==> src/rtl/lsf_pkg.sv <==
package lsf_pkg;

  typedef enum logic {
    SEQ_FIRST  = 1'b0,
    SEQ_SECOND = 1'b1
  } seq_e;

  // Select index for one byte of the lane crossbar.
  // to_mem=1: idx is a memory lane, result is the register byte feeding it.
  // to_mem=0: idx is a register byte, result is the memory lane feeding it.
  function automatic int lane_pick(input int idx, input int ofs, input int nbytes,
                                   input logic rev, input logic to_mem, input int lanes);
    int d;
    if (to_mem) begin
      d = (idx - ofs) & (lanes - 1);
      return rev ? ((nbytes - 1 - d) & (lanes - 1)) : d;
    end
    return rev ? ((ofs + nbytes - 1 - idx) & (lanes - 1)) : ((ofs + idx) & (lanes - 1));
  endfunction

endpackage

==> src/rtl/lsf_mask.sv <==
module lsf_mask #(
  parameter int LANES = 8,
  parameter int OFS_W = 3,
  parameter int SZ_W  = 2
) (
  input  logic [OFS_W-1:0] ofs,
  input  logic [SZ_W-1:0]  size,
  output logic [LANES-1:0] mask_lo,
  output logic [LANES-1:0] mask_hi
);
  logic [LANES-1:0]   base;
  logic [2*LANES-1:0] wide;

  always_comb begin
    base = '0;
    for (int i = 0; i < LANES; i++) begin
      if (i < (1 << size)) base[i] = 1'b1;
    end
    wide = {{LANES{1'b0}}, base} << ofs;
  end

  assign mask_lo = wide[LANES-1:0];
  assign mask_hi = wide[2*LANES-1:LANES];
endmodule

==> src/rtl/lsf_xbar.sv <==
module lsf_xbar #(
  parameter int   LANES  = 8,
  parameter int   LANE_W = 8,
  parameter int   OFS_W  = 3,
  parameter int   SZ_W   = 2,
  parameter logic TO_MEM = 1'b1
) (
  input  logic [LANES-1:0][LANE_W-1:0] din,
  input  logic [OFS_W-1:0]             ofs,
  input  logic [SZ_W-1:0]              size,
  input  logic                         rev,
  output logic [LANES-1:0][LANE_W-1:0] dout
);
  for (genvar g = 0; g < LANES; g++) begin : g_lane
    logic [OFS_W-1:0] sel;
    always_comb begin
      sel = OFS_W'(lsf_pkg::lane_pick(g, int'(ofs), 1 << size, rev, TO_MEM, LANES));
      dout[g] = din[sel];
    end
  end
endmodule

==> src/rtl/lsf_store_path.sv <==
module lsf_store_path #(
  parameter int LANES  = 8,
  parameter int LANE_W = 8,
  parameter int OFS_W  = 3,
  parameter int SZ_W   = 2
) (
  input  logic                         clk,
  input  logic                         rst_n,
  input  logic                         in_valid,
  output logic                         in_ready,
  input  logic [LANES-1:0][LANE_W-1:0] in_data,
  input  logic [OFS_W-1:0]             in_ofs,
  input  logic [SZ_W-1:0]              in_size,
  input  logic                         in_rev,
  output logic                         out_valid,
  input  logic                         out_ready,
  output logic [LANES-1:0][LANE_W-1:0] out_data,
  output logic [LANES-1:0]             out_be_lo,
  output logic [LANES-1:0]             out_be_hi,
  output logic                         out_cross
);
  logic [LANES-1:0][LANE_W-1:0] lanes_w;
  logic [LANES-1:0]             m_lo, m_hi;
  logic                         take;

  lsf_mask #(.LANES(LANES), .OFS_W(OFS_W), .SZ_W(SZ_W)) u_mask (
    .ofs(in_ofs), .size(in_size), .mask_lo(m_lo), .mask_hi(m_hi)
  );

  lsf_xbar #(.LANES(LANES), .LANE_W(LANE_W), .OFS_W(OFS_W), .SZ_W(SZ_W), .TO_MEM(1'b1)) u_xbar (
    .din(in_data), .ofs(in_ofs), .size(in_size), .rev(in_rev), .dout(lanes_w)
  );

  assign in_ready = !out_valid || out_ready;
  assign take     = in_valid && in_ready;

  always_ff @(posedge clk) begin
    if (!rst_n) begin
      out_valid <= 1'b0;
      out_data  <= '0;
      out_be_lo <= '0;
      out_be_hi <= '0;
      out_cross <= 1'b0;
    end else if (take) begin
      out_valid <= 1'b1;
      out_data  <= lanes_w;
      out_be_lo <= m_lo;
      out_be_hi <= m_hi;
      out_cross <= |m_hi;
    end else if (out_ready) begin
      out_valid <= 1'b0;
    end
  end
endmodule

==> src/rtl/lsf_load_path.sv <==
module lsf_load_path #(
  parameter int LANES  = 8,
  parameter int LANE_W = 8,
  parameter int OFS_W  = 3,
  parameter int SZ_W   = 2
) (
  input  logic                         clk,
  input  logic                         rst_n,
  input  logic                         in_valid,
  output logic                         in_ready,
  input  logic [LANES-1:0][LANE_W-1:0] in_data,
  input  logic [OFS_W-1:0]             in_ofs,
  input  logic [SZ_W-1:0]              in_size,
  input  logic                         in_rev,
  input  logic                         in_sext,
  output logic                         out_valid,
  input  logic                         out_ready,
  output logic [LANES-1:0][LANE_W-1:0] out_data
);
  import lsf_pkg::*;

  seq_e                         seq_q;
  logic [LANES-1:0][LANE_W-1:0] hold_q;
  logic [OFS_W-1:0]             h_ofs;
  logic [SZ_W-1:0]              h_size;
  logic                         h_rev, h_sext;

  logic [OFS_W-1:0]             u_ofs;
  logic [SZ_W-1:0]              u_size;
  logic                         u_rev, u_sext;
  logic [LANES-1:0]             m_lo, m_hi;
  logic [LANES-1:0][LANE_W-1:0] merged, perm, result;
  logic                         crosses, take, finish, sign_b;

  // Second beat uses the control captured with the first beat.
  always_comb begin
    if (seq_q == SEQ_SECOND) begin
      u_ofs = h_ofs; u_size = h_size; u_rev = h_rev; u_sext = h_sext;
    end else begin
      u_ofs = in_ofs; u_size = in_size; u_rev = in_rev; u_sext = in_sext;
    end
  end

  lsf_mask #(.LANES(LANES), .OFS_W(OFS_W), .SZ_W(SZ_W)) u_mask (
    .ofs(u_ofs), .size(u_size), .mask_lo(m_lo), .mask_hi(m_hi)
  );

  assign crosses = |m_hi;

  for (genvar g = 0; g < LANES; g++) begin : g_merge
    assign merged[g] = (seq_q == SEQ_SECOND && !m_hi[g]) ? hold_q[g] : in_data[g];
  end

  lsf_xbar #(.LANES(LANES), .LANE_W(LANE_W), .OFS_W(OFS_W), .SZ_W(SZ_W), .TO_MEM(1'b0)) u_xbar (
    .din(merged), .ofs(u_ofs), .size(u_size), .rev(u_rev), .dout(perm)
  );

  always_comb begin
    sign_b = 1'b0;
    for (int k = 0; k < LANES; k++) begin
      if (k == (1 << u_size) - 1) sign_b = perm[k][LANE_W-1];
    end
  end

  for (genvar g = 0; g < LANES; g++) begin : g_ext
    assign result[g] = (g < (1 << u_size)) ? perm[g]
                     : {LANE_W{u_sext & sign_b}};
  end

  assign in_ready = !out_valid || out_ready;
  assign take     = in_valid && in_ready;
  assign finish   = take && (seq_q == SEQ_SECOND || !crosses);

  always_ff @(posedge clk) begin
    if (!rst_n) begin
      seq_q  <= SEQ_FIRST;
      hold_q <= '0;
      h_ofs  <= '0;
      h_size <= '0;
      h_rev  <= 1'b0;
      h_sext <= 1'b0;
    end else if (take) begin
      if (seq_q == SEQ_FIRST && crosses) begin
        seq_q  <= SEQ_SECOND;
        hold_q <= in_data;
        h_ofs  <= in_ofs;
        h_size <= in_size;
        h_rev  <= in_rev;
        h_sext <= in_sext;
      end else begin
        seq_q <= SEQ_FIRST;
      end
    end
  end

  always_ff @(posedge clk) begin
    if (!rst_n) begin
      out_valid <= 1'b0;
      out_data  <= '0;
    end else if (finish) begin
      out_valid <= 1'b1;
      out_data  <= result;
    end else if (out_ready) begin
      out_valid <= 1'b0;
    end
  end
endmodule

==> src/rtl/lsf_top.sv <==
module lsf_top #(
  parameter  int LANES  = 8,
  parameter  int LANE_W = 8,
  localparam int DW     = LANES * LANE_W,
  localparam int OFS_W  = $clog2(LANES),
  localparam int SZ_W   = $clog2(OFS_W + 1)
) (
  input  logic             clk,
  input  logic             rst_n,
  input  logic             st_in_valid,
  output logic             st_in_ready,
  input  logic [DW-1:0]    st_in_data,
  input  logic [OFS_W-1:0] st_in_ofs,
  input  logic [SZ_W-1:0]  st_in_size,
  input  logic             st_in_rev,
  output logic             st_out_valid,
  input  logic             st_out_ready,
  output logic [DW-1:0]    st_out_data,
  output logic [LANES-1:0] st_out_be_lo,
  output logic [LANES-1:0] st_out_be_hi,
  output logic             st_out_cross,
  input  logic             ld_in_valid,
  output logic             ld_in_ready,
  input  logic [DW-1:0]    ld_in_data,
  input  logic [OFS_W-1:0] ld_in_ofs,
  input  logic [SZ_W-1:0]  ld_in_size,
  input  logic             ld_in_rev,
  input  logic             ld_in_sext,
  output logic             ld_out_valid,
  input  logic             ld_out_ready,
  output logic [DW-1:0]    ld_out_data
);
  logic [LANES-1:0][LANE_W-1:0] st_in_l, st_out_l, ld_in_l, ld_out_l;

  assign st_in_l     = st_in_data;
  assign st_out_data = st_out_l;
  assign ld_in_l     = ld_in_data;
  assign ld_out_data = ld_out_l;

  lsf_store_path #(.LANES(LANES), .LANE_W(LANE_W), .OFS_W(OFS_W), .SZ_W(SZ_W)) u_st (
    .clk(clk), .rst_n(rst_n),
    .in_valid(st_in_valid), .in_ready(st_in_ready), .in_data(st_in_l),
    .in_ofs(st_in_ofs), .in_size(st_in_size), .in_rev(st_in_rev),
    .out_valid(st_out_valid), .out_ready(st_out_ready), .out_data(st_out_l),
    .out_be_lo(st_out_be_lo), .out_be_hi(st_out_be_hi), .out_cross(st_out_cross)
  );

  lsf_load_path #(.LANES(LANES), .LANE_W(LANE_W), .OFS_W(OFS_W), .SZ_W(SZ_W)) u_ld (
    .clk(clk), .rst_n(rst_n),
    .in_valid(ld_in_valid), .in_ready(ld_in_ready), .in_data(ld_in_l),
    .in_ofs(ld_in_ofs), .in_size(ld_in_size), .in_rev(ld_in_rev), .in_sext(ld_in_sext),
    .out_valid(ld_out_valid), .out_ready(ld_out_ready), .out_data(ld_out_l)
  );
endmodule

==> config.mk <==
export PLATFORM = sky130hd
export DESIGN_NAME = lsf_top
export DESIGN_NICKNAME = d
export VERILOG_FILES = /design/src/rtl/lsf_pkg.sv /design/src/rtl/lsf_mask.sv /design/src/rtl/lsf_xbar.sv /design/src/rtl/lsf_store_path.sv /design/src/rtl/lsf_load_path.sv /design/src/rtl/lsf_top.sv
export SDC_FILE = /design/constraint.sdc
export NUM_CORES = 1
export LEC_CHECK = 0
export BUFFER_PORTS_ARGS = -buffer_cell sky130_fd_sc_hd__buf_2
export CORE_ASPECT_RATIO = 0.7
export CORE_MARGIN = 5
export CORE_UTILIZATION = 51
export DETAILED_ROUTE_END_ITERATION = 8
export PLACE_DENSITY = 0.75
export SLEW_MARGIN = 20
export SYNTH_ARGS = -nofsm -noshare
export SYNTH_HDL_FRONTEND = slang
export SYNTH_SLANG_ARGS = --single-unit
==> constraint.sdc <==
create_clock -name clk -period 4.7 [get_ports clk]
set_input_delay 0.235 -clock clk [delete_from_list [all_inputs] [get_ports clk]]
set_output_delay 0.235 -clock clk [all_outputs]
set_load 0.03 [all_outputs]
Yosys cells after proc, flatten, opt, wreduce, memory -nomap -nowiden --
Cells that the tools add are included.
Word-level totals: register bits 219, input bits 147, output and inout bits 149, logic and storage cells 242
Cells by class: add/subtract/negate cells 34, $lt $le $gt $ge 32, eq/ne operators 7, shift operators 4, muxes and demuxes 97, bitwise gates (word level) 2, reductions and logical operators 32
Operators with widths (count):
- $bmux 8 s3 | 16
- $lt 4x32->1 const A | 8
- $mux 8 | 32
- $eq 4x32->1 const A | 4
- $lt 3x32->1 const A | 4
- $eq 3x32->1 const A | 2
- $lt 1x32->1 const A | 2
- $lt 2x32->1 const A | 2
- $lt 3x4->1 const B | 16
- $shl 1x2->32 const A | 2
- $mux 3 | 17
- $eq 2x32->1 const A | 1
- $logic_not 32->1 | 1
- $shl 8x3->16 | 2
- $sub 32x2->32 const B | 1
- $mux 1 | 31
- $sub 3x3->3 | 8
- $reduce_or 8->1 | 2
- $add 3x3->3 const B | 4
- $logic_and 1x1->1 | 12
- $sub 3x2->3 const B | 4
- $sub 3x3->3 const A | 4
- $sub 3x3->3 const B | 4
- $logic_not 1->1 | 11
- other kinds (12) | 18

Longest topological paths before layout --
word-level depth 20, depth in mapped cells 23, gate-level depth less buffers 15

Modules after synthesis --
A second synthesis with hierarchy kept.
Second synthesis, totals: cells, all modules 1807, area, all modules 16203.0 um2
By module, submodules not included:
- lsf_load_path | instances 1, cells an instance 717, area an instance 6329.8 um2
- lsf_xbar (u_st.u_xbar) | instances 1, cells an instance 396, area an instance 3532.1 um2
- lsf_store_path | instances 1, cells an instance 375, area an instance 3118.0 um2
- lsf_xbar (u_ld.u_xbar) | instances 1, cells an instance 219, area an instance 2580.0 um2
- lsf_mask | instances 2, cells an instance 50, area an instance 321.6 um2

Worst setup path after synthesis --
Ideal clock, no wire load.
path type register to register, from register u_ld.seq_q, to register u_ld.out_data[21] (netlist bit), data arrival time 4570 ps, required time 4632 ps, path slack 62 ps, cell stages (with the launch flop) 24, clock period less this slack 4638 ps, path through dfxtp_1 buf_6 buf_6 buf_2 buf_2 buf_2 clkbuf_1 nor3_1 a21oi_1 clkbuf_1 nand2_1 ha_1 inv_1 ha_1 or3_1 a211o_1 and3_1 clkbuf_1 o31ai_2 o211ai_4 a211oi_2 nor2_4 buf_12 a21oi_4
On the way: longest elaborated chain between the ends 20, elaborated cells on any way between the ends 109, classes of those cells 17 x add/sub; 8 x order compare; 7 x eq/ne; 2 x shift; 53 x mux; 1 x bitwise; 21 x reduce/logical
RTL lines:
- start: declaration | RTL line lsf_load_path.sv:22 | seq_e seq_q;
- start signal: assignment | RTL line lsf_load_path.sv:76 | seq_q <= SEQ_FIRST;
- start signal: assignment | RTL line lsf_load_path.sv:84 | seq_q <= SEQ_SECOND;
- start signal: assignment | RTL line lsf_load_path.sv:91 | seq_q <= SEQ_FIRST;
- $mux 2 | RTL line lsf_load_path.sv:37 | if (seq_q == SEQ_SECOND) begin
- $shl 1x2->32 | RTL line lsf_mask.sv:17, lsf_load_path.sv:61, lsf_load_path.sv:66
- $lt 1x32->1 (tied with other cells) | RTL line lsf_mask.sv:17 | if (i < (1 << size)) base[i] = 1'b1;
- $mux 1 | RTL line lsf_mask.sv:17
- $shl 8x3->16 | RTL line lsf_mask.sv:19 | wide = {{LANES{1'b0}}, base} << ofs;
- $logic_not 1->1 | RTL line lsf_load_path.sv:51 | assign merged[g] = (seq_q == SEQ_SECOND && !m_hi[g]) ? hold_q[g] : in_data[g];
- $logic_and 1x1->1 | RTL line lsf_load_path.sv:51
- $mux 8 | RTL line lsf_load_path.sv:51
- $bmux 8 s3 | RTL line lsf_xbar.sv:18 | dout[g] = din[sel];
- $mux 8 (not written as such) | RTL line lsf_xbar.sv:18
- $mux 1 (8 in series) | RTL line lsf_load_path.sv:61 | if (k == (1 << u_size) - 1) sign_b = perm[k][LANE_W-1];
- $and 1x1->1 | RTL line lsf_load_path.sv:67 | : {LANE_W{u_sext & sign_b}};
- $mux 8 | RTL line lsf_load_path.sv:66 | assign result[g] = (g < (1 << u_size)) ? perm[g]
- end signal: assignment | RTL line lsf_load_path.sv:102 | out_data <= result;
- end: declaration | RTL line lsf_load_path.sv:18 | output logic [LANES-1:0][LANE_W-1:0] out_data
Several ways; a longest one is shown, not always the timed one. The select of a mux whose other input is x is not followed. A chain may end at the register's enable or synchronous reset.

Worst setup path after layout --
from register u_ld.seq_q, to register u_ld.out_data[41] (netlist bit)
On the way: longest elaborated chain between the ends 20, elaborated cells on any way between the ends 109, classes of those cells 17 x add/sub; 8 x order compare; 7 x eq/ne; 2 x shift; 53 x mux; 1 x bitwise; 21 x reduce/logical
RTL lines (RTL line):
- $mux 2 | lsf_load_path.sv:37
- $shl 1x2->32 | lsf_mask.sv:17, lsf_load_path.sv:61, lsf_load_path.sv:66
- $lt 1x32->1 (tied with other cells) | lsf_mask.sv:17
- $mux 1 | lsf_mask.sv:17
- $shl 8x3->16 | lsf_mask.sv:19
- $logic_not 1->1 | lsf_load_path.sv:51
- $logic_and 1x1->1 | lsf_load_path.sv:51
- $mux 8 | lsf_load_path.sv:51
- $bmux 8 s3 | lsf_xbar.sv:18
- $mux 8 (not written as such) | lsf_xbar.sv:18
- $mux 1 (8 in series) | lsf_load_path.sv:61
- $and 1x1->1 | lsf_load_path.sv:67
- $mux 8 | lsf_load_path.sv:66
Several ways; a longest one is shown, not always the timed one. The select of a mux whose other input is x is not followed.

==> results.toml <==
[power_and_ir_drop]
p_total_w = 0.00736
irDropWorstVdd_mv = 0.289
power_density_nw_per_um2 = 413
power.leakage_nw = 7.87

[clocking]
clk_latency_ps = 540
htreeDepth = 1
numCtsBuffers = 24
cts_tree = "yes"
clock_path_buffers = 3
clock_sinks = 218
path_clk_slew_ps = 70
ctsRootBufferMaster = "clkbuf_16"
cts_resized = 0

[setup_path]
critPathCaptureType = "flip-flop"
worstReg2RegStart = "u_ld.seq_q"
path_max_fanout = 24
r2r_cells = 13
start_kind = "flip-flop"
rrSetupSlack_ps = 310
arrival_ps = 4770
rr_endpoint = "u_ld.out_data[41]"
critPathKind = "reg -> reg"
required_ps = 5090

[timing]
finalCritPeriodShare = 0.933
slew_viol_final = 0
finalSetupViolCount = 0
tns_ps = 0
finClkSkew_ps = 21.8
worstMarginPinSlew_ps = 1110
hold_viol = 0
max_freq_mhz = 228
rsz0062_at_grt = "no"
slew_headroom = 0.254
min_period_ps = 4390

[worst_hold_path]
hold_depth = 3
holdCritPathClass = "in -> reg"
hold_start = "ld_in_size[0]"
min_to = "u_ld.h_size[0]"

[global_route]
gr-total-overflow = 0
met3_usage = 0.102
grt_pass1_vias = 14000
antenna_found_initial = 1
grt_pass1_wl_um = 82300
grt.total_usage = 0.328
use_met2 = 0.447
grt_max_degree = 97
grt-busiest-layer = "met1"
gr-usage-met1 = 0.494

[placed_design]
dpl_cell_area_um2 = 16300
place.gp.congestion = 1.04
portBuffers = 294
dp.final_hpwl_um = 41400

[run]
max_cap_violations = 0

[synth]
ys_seq_area_frac = 0.300
yosys_register_bits = 218
synth-edff-count = 0
yosysUniqueCellTypes = 78
syn_area_per_cell_um2 = 7.93
async_reset_ff_frac = 0
ys.flop_type = "dfxtp_1"
syn_inst = 1835
synth_nets = 2000
yosysWarnings = 0
syn_area_um2 = 14600

[floorplan]
coreArea_um2 = 27900
dieArea_um2 = 32100
io_pins = 296
start_util = 0.521
fp.dieH_um = 151
std_cell_rows = 51
fp.dieW_um = 212

[final_layout]
final_core_util = 0.638
area_delta_synth_final_pct = 22.4
nets = 2280
fillers = 2454
antenna_cells = 0
stdcell_area_um2 = 17800
drive_gt1_frac = 0.217

[status]
outcome = "complete, no violations"

[route]
route.detailed.drc = 0
vias = 15300
postRouteWirelength_um = 55100
viasPerCell = 6.10
ant_nets = 0
firstDrtPassIters = 5
wl_per_cell_um = 22.0
drt_iter0_markers = 1679
sequential cells by signal (all words and copies together) (netlist names):
register,cells
u_st.out_cross,1
u_ld.out_valid,1
u_st.out_data,64
u_ld.h_sext,1
u_ld.h_ofs,3
u_ld.out_data,64
u_ld.h_size,2
u_ld.seq_q,1
u_st.out_be_hi,7
u_ld.hold_q,64
u_st.out_be_lo,8
u_ld.h_rev,1
u_st.out_valid,1
cell usage after synthesis, types with 3 or more instances:
cell / n / area (µm²)
nand2_1: 321 / 1200
mux2i_1: 257 / 2570
dfxtp_1: 218 / 4360
a21oi_1: 168 / 841
nor2_1: 144 / 541
clkbuf_1: 117 / 439
o21ai_0: 85 / 425
a211oi_1: 74 / 556
nor3_1: 53 / 265
a311oi_1: 30 / 263
nand3_1: 27 / 135
o211ai_1: 25 / 188
nor2b_1: 24 / 150
and2_1: 23 / 144
buf_2: 20 / 100
inv_1: 16 / 60.1
a21o_1: 15 / 113
o22ai_1: 15 / 93.8
ha_1: 14 / 175
a21oi_2: 13 / 114
a22oi_1: 13 / 97.6
xnor2_1: 13 / 114
mux2_2: 12 / 135
a211o_1: 11 / 96.3
a21oi_4: 11 / 179
o31ai_1: 10 / 75.1
nand4_1: 8 / 50.1
a31oi_1: 7 / 43.8
xor2_1: 6 / 52.6
buf_1: 5 / 18.8
and3_1: 4 / 25.0
buf_4: 4 / 30.0
buf_6: 4 / 45.0
fa_1: 4 / 80.1
nand2b_1: 4 / 25.0
a211oi_4: 3 / 60.1
worst max path at each step:
| stage | start | to | slack (ps) | cells past startpoint |
|---|---|---|---|---|
| 4_1_cts | u_ld.seq_q | u_ld.out_data[41] | 410 | 13 |
| 3_5_place_dp | u_ld.seq_q | u_ld.out_data[20] | 420 | 14 |
| 3_3_place_gp | u_ld.seq_q | u_ld.out_data[23] | 500 | 14 |
| 6_report | u_ld.seq_q | u_ld.out_data[41] | 310 | 13 |
| 5_1_grt | u_ld.seq_q | u_ld.out_data[17] | 70 | 14 |
| 2_1_floorplan | u_ld.seq_q | u_ld.out_data[21] | 60 | 23 |
worst max-delay path: stages, from the launching register on:
cell      delay [ps]
dfxtp_2          660
mux2i_2          510
ha_1             320
inv_1             60
ha_1             290
ha_1             260
or3_1            380
a211o_1          300
nand3_1          210
xnor2_1          140
nor2_1           330
a211oi_4         130
a21oi_4          510
a21oi_1          140
per-stage QoR:
| stage | hold WS (ps) | setup slack (ps) | std cells |
|---|---|---|---|
| 2_1_floorplan | 364 | 61.6 | 1835 |
| 3_3_place_gp | 439 | 498 | 2390 |
| 3_5_place_dp | 446 | 416 | 2390 |
| 4_1_cts | 12.2 | 405 | 2502 |
| 5_1_grt | 39.2 | 71.1 | 2502 |
| 6_report | 28.2 | 313 | 2502 |
repair_timing:
| action | CTS | global route |
|---|---|---|
| buffers inserted | 0 | 0 |
| endpoints found under the hold margin | 70 | 0 |
| hold buffers | 70 | 0 |
layer usage:
| metal | part of all wire | up-vias |
|---|---|---|
| li1 | - | 7131 |
| met1 | 0.46 | 7263 |
| met2 | 0.40 | 766 |
| met3 | 0.11 | 95 |
| met4 | 0.030 | 2 |
| met5 | 0.0015 | - |
cell usage in the layout (no fill, tap or decap), drive strengths merged, types with 33 or more instances in the layout:
cell,instances
mux2i,261
clkbuf,33
buf,335
dfxtp,218
a21oi,192
nor2,145
nand2,322
dlygate4sd3,70
nor3,54
a211oi,79
o21ai,89
power by group:
group	total, W	switching [W]	internal [W]	leakage, nW
Clock	0.00200	0.000803	0.00119	0.404
Combinational	0.00319	0.00209	0.00110	5.68
Sequential	0.00217	0.000127	0.00204	1.79
final cells by class:
type | count | area (µm²) | area share
Timing Repair Buffer | 405 | 2500 | 0.141
Clock buffer | 33 | 696 | 0.0390
Multi-Input combinational cell | 1448 | 9600 | 0.539
Tap cell | 371 | 464 | 0.0260
Clock inverter | 9 | 123 | 0.00688
Inverter | 18 | 70.1 | 0.00393
Sequential cell | 218 | 4370 | 0.245
cell families after synthesis:
kind of cell               synth area share
muxes                                 0.196
other                              0.000258
and+or+nand+nor                       0.184
DFF                                   0.300
AOI/OAI and AO/OA                     0.238
buffers and inverters                0.0495
xor gates and xnor gates             0.0137
adders and majority gates            0.0182
Note: power is estimated with default switching activity, not from simulation.
